File: src/rtl/bxs3_pkg.sv
package bxs3_pkg;

  // One step of a serial adder: sum and carry of three single bits.
  typedef struct packed {
    logic cout;
    logic sum;
  } add_step_t;

  function automatic add_step_t add_step(input logic a, input logic b, input logic cin);
    add_step_t r;
    r.sum  = a ^ b ^ cin;
    r.cout = (a & b) | (a & cin) | (b & cin);
    return r;
  endfunction

endpackage

File: src/rtl/bxs3_pos_ctr.sv
module bxs3_pos_ctr #(
  parameter int DIGIT_W = 4,
  localparam int PW = (DIGIT_W > 1) ? $clog2(DIGIT_W) : 1
) (
  input  logic          clk,
  input  logic          rst,
  input  logic          adv,
  output logic [PW-1:0] pos,
  output logic          last
);

  localparam logic [PW-1:0] LAST_POS = PW'(DIGIT_W - 1);

  logic [PW-1:0] pos_q;

  assign last = (pos_q == LAST_POS);
  assign pos  = pos_q;

  always_ff @(posedge clk) begin
    if (rst) begin
      pos_q <= '0;
    end else if (adv) begin
      if (last) pos_q <= '0;
      else      pos_q <= pos_q + 1'b1;
    end
  end

endmodule

File: src/rtl/bxs3_add_cell.sv
module bxs3_add_cell
  import bxs3_pkg::*;
#(
  parameter int DIGIT_W = 4,
  parameter int OFFSET  = 3,
  localparam int PW = (DIGIT_W > 1) ? $clog2(DIGIT_W) : 1
) (
  input  logic [PW-1:0] pos,
  input  logic          cin,
  input  logic          din,
  output logic          sum,
  output logic          cout
);

  localparam logic [DIGIT_W-1:0] OFF_V = DIGIT_W'(OFFSET);

  logic      addend;
  add_step_t step;

  always_comb begin
    addend = 1'b0;
    for (int i = 0; i < DIGIT_W; i++) begin
      if (pos == PW'(i)) addend = OFF_V[i];
    end
    step = add_step(din, addend, cin);
    sum  = step.sum;
    cout = step.cout;
  end

endmodule

File: src/rtl/bxs3_carry_reg.sv
module bxs3_carry_reg (
  input  logic clk,
  input  logic rst,
  input  logic adv,
  input  logic last,
  input  logic carry_nx,
  output logic carry
);

  always_ff @(posedge clk) begin
    if (rst)       carry <= 1'b0;
    else if (adv)  carry <= last ? 1'b0 : carry_nx;
  end

endmodule

File: src/rtl/bcd_xs3_serial.sv
module bcd_xs3_serial #(
  parameter int DIGIT_W = 4,
  parameter int OFFSET  = 3
) (
  input  logic clk,
  input  logic rst,
  input  logic ser_in,
  input  logic ser_vld,
  output logic ser_out
);

  localparam int PW = (DIGIT_W > 1) ? $clog2(DIGIT_W) : 1;

  logic [PW-1:0] bit_pos;
  logic          last_bit;
  logic          carry_q;
  logic          sum_bit;
  logic          carry_nx;

  bxs3_pos_ctr #(.DIGIT_W(DIGIT_W)) u_pos (
    .clk  (clk),
    .rst  (rst),
    .adv  (ser_vld),
    .pos  (bit_pos),
    .last (last_bit)
  );

  bxs3_add_cell #(.DIGIT_W(DIGIT_W), .OFFSET(OFFSET)) u_add (
    .pos  (bit_pos),
    .cin  (carry_q),
    .din  (ser_in),
    .sum  (sum_bit),
    .cout (carry_nx)
  );

  bxs3_carry_reg u_cy (
    .clk      (clk),
    .rst      (rst),
    .adv      (ser_vld),
    .last     (last_bit),
    .carry_nx (carry_nx),
    .carry    (carry_q)
  );

  assign ser_out = ser_vld & sum_bit;

endmodule

File: config.mk
export PLATFORM = sky130hd
export DESIGN_NAME = bcd_xs3_serial
export DESIGN_NICKNAME = d
export VERILOG_FILES = /design/src/rtl/bxs3_pkg.sv /design/src/rtl/bxs3_pos_ctr.sv /design/src/rtl/bxs3_add_cell.sv /design/src/rtl/bxs3_carry_reg.sv /design/src/rtl/bcd_xs3_serial.sv
export SDC_FILE = /design/constraint.sdc
export NUM_CORES = 1
export LEC_CHECK = 0
export ABC_AREA = 1
export BUFFER_PORTS_ARGS = -buffer_cell sky130_fd_sc_hd__buf_2
export CAP_MARGIN = 10
export CORE_AREA = 2 2 39 41
export DETAILED_ROUTE_END_ITERATION = 10
export DIE_AREA = 0 0 41 43
export PLACE_DENSITY = 0.42
export SYNTH_ARGS = -nofsm -noshare
export SYNTH_HDL_FRONTEND = slang
export SYNTH_SLANG_ARGS = --single-unit
File: constraint.sdc
create_clock -name clk -period 1.7 [get_ports clk]
set_input_delay 0.17 -clock clk [delete_from_list [all_inputs] [get_ports clk]]
set_output_delay 0.17 -clock clk [all_outputs]
set_load 0.1 [all_outputs]
==> results.cfg <==
[detailed_routing]
wl_met2_um = 289
drt_iter0_drc = 0
wl_met3_um = 7
postRouteAntennaNets = 0
drc = 0
highest_layer = met3
avgViaCountPerCell = 3.76
drt-met1-wl_um = 168
wl_per_cell_um = 8.61
dr.pass1.iters = 1
vias = 203
drt_wl_total_um = 465

[hold_path]
hold_path.class = input pin to register

[sta]
worstMarginPinSlew_ns = 0.143
fmax_mhz = 511
skew_ns = 0.00466
finalWorstSetupSlack_ns = -0.256
rsz0062_at_grt = true
finalMaxSlewViolations = 0
slew_headroom = 0.904
min_period_over_period = 1.15
hold_violations = 0
finalCriticalPeriod_ns = 1.96
finalSetupTns_ns = -0.256
setup_viol = 1

[logic_synthesis]
ys_types = 10
yosysSeqAreaShare = 0.289
postSynthAreaPerCell_sq_um = 7.69
yosysWarnings = 0
yosys.area.top_type_share = 0.289
synth_edf_count = 0
synth_ff_type = dfxtp_1
ys_top_cells_by_area = dfxtp_1 29%, ha_1 24%, inv_1 11%
synth_cells = 27
synth_nets = 36
ys_ff_latch = 3
async_flop_share = 0
synth_area_leader_cell = dfxtp_1
synth_most_common_cell = inv_1
syn_area_sq_um = 208
ys_top_cells_by_count = 6 x inv_1, 5 x nand2_1, 4 x ha_1

[worst_setup_path]
critPathMaxFanout = 4
startpoint_type = register
cp.required_ns = 1.53
crit_slowest_cell = fa_1
worstSetupPathType = register to primary output
cpPeakStageDelay_ns = 0.44
end_kind = primary output
cp_cell_sequence = buf_6 > ha_4 > nor2_4 > nor3_4 > fa_1 > nand2_2 > clkinvlp_4 > buf_12
cp.arrival_ns = 1.79

[floorplanning]
die_y_um = 43
die_area_sq_um = 1760
rows = 14
die_w_um = 41
initial_core_util = 0.150
core_area_sq_um = 1380
io-pin-count = 5

[clock_network]
clockBufferDepth = 2
clk_pin_slew_ns = 0.04
clockRootBuffer = clkbuf_4
htree_levels = 1
clock_sinks = 3
cts_tree = yes
cts_buffers = 3
clkLatencyLatePin_ns = 0.23

[grt]
grt_use_total = 0.0734
grt_max_degree = 7
antenna_found_initial = 0
grt_pass1_vias = 226
overflow = 0
grt_pass1_wl_um = 828

[power_and_ir_drop]
ir_drop_mv = 0.439
p_per_area_nw_per_um2 = 871
p_leak_nw = 0.161

[place]
place_congestion = 0.608
pre_cts_ws_ns = -0.0706
place_hpwl_um = 370
portBuffers = 4

[layout]
diodes = 0
final_nets = 48
area_growth_pct = 89.2
drive_gt1_frac = 0.579

[flow_run]
cap_violations = 0

[run_status]
status = complete, but fails checks
failed_checks = negative setup slack
## report_power, final
| part | switching [mW] | total, mW | internal, mW | leakage, nW |
|---|---|---|---|---|
| combinational | 0.0754 | 0.136 | 0.0609 | 0.120 |
| sequential | 0.0100 | 0.0869 | 0.0769 | 0.0260 |
| clock | 0.0315 | 0.119 | 0.0876 | 0.0150 |
## sequential cells by signal, indices dropped and copies added (netlist names)
name,count
u_cy.carry,1
u_pos.pos,2
## placed cells by master, fill, tap and decap left out
cell,instances
nor3_4,1
clkbuf_1,1
buf_12,1
nor2_1,2
nor2_4,1
nand3_1,1
a21oi_1,2
inv_4,2
ha_4,3
buf_4,2
nand2_2,1
ha_2,1
dfxtp_4,2
buf_6,1
buf_2,3
inv_1,3
fa_1,1
dfxtp_1,1
clkbuf_4,3
o21ai_0,1
nand2_1,4
clkinvlp_4,1
## stage by stage
stage | total power, mW | hold WS, ns | utilization | area, sq um | std cells
after floorplan | 0.165 | 0.239 | - | 254 | 27
after global placement | 0.201 | 0.343 | 0.229 | 317 | 48
after detailed placement | 0.205 | 0.352 | 0.229 | 317 | 48
after CTS | 0.349 | 0.112 | 0.284 | 393 | 54
after global routing | 0.371 | 0.0980 | 0.284 | 393 | 54
final | 0.342 | 0.117 | 0.284 | 393 | 54
## path summary, 6_finish.rpt
check               startpoint         end  slack [ns]  cells after the start
setup / recovery  u_pos.pos[0]     ser_out       -0.26                      8
hold / removal             rst  u_cy.carry        0.12                      2
setup reg to reg  u_pos.pos[0]  u_cy.carry        0.34                      7
hold reg to reg     u_cy.carry  u_cy.carry        0.49                      2
## critical path: cells and delay by family (launching register included)
kind | cells | cell delay (ns)
adders and majority gates | 2 | 0.59
buffers and inverters | 3 | 0.38
DFF | 1 | 0.36
and+or+nand+nor | 3 | 0.23
## layout make-up
cell class | instances | area, sq um
fillers | 144 | 991
multi-input cells | 18 | 186
flip-flops and latches | 3 | 67.6
repair buffers | 7 | 61.3
inverters | 6 | 31.3
clock buffers | 4 | 26.3
well taps | 16 | 20.0
## cells by family (layout without fill, tap and decap cells)
| kind of cell | Yosys count | after routing | synth area share |
|---|---|---|---|
| compound gates | 3 | 3 | 0.0723 |
| flops | 3 | 3 | 0.289 |
| simple gates | 10 | 10 | 0.193 |
| fa+ha+maj | 5 | 5 | 0.337 |
| buf+inv | 6 | 17 | 0.108 |
## what timing repair did
| action | CTS | global route |
|---|---|---|
| buffers inserted | 2 | 0 |
| pin swaps | 5 | 1 |
| setup endpoints to repair | 1 | 1 |
| resized for setup | 8 | 0 |
| hold buffers | 0 | 0 |
## routing by layer
metal  track usage  vias up
met5             0        -
met4        0.0600        0
met3        0.0314        0
met2         0.122        2
met1        0.0613       97
li1              -      104
No activity file was read; power rests on OpenSTA's default activity.
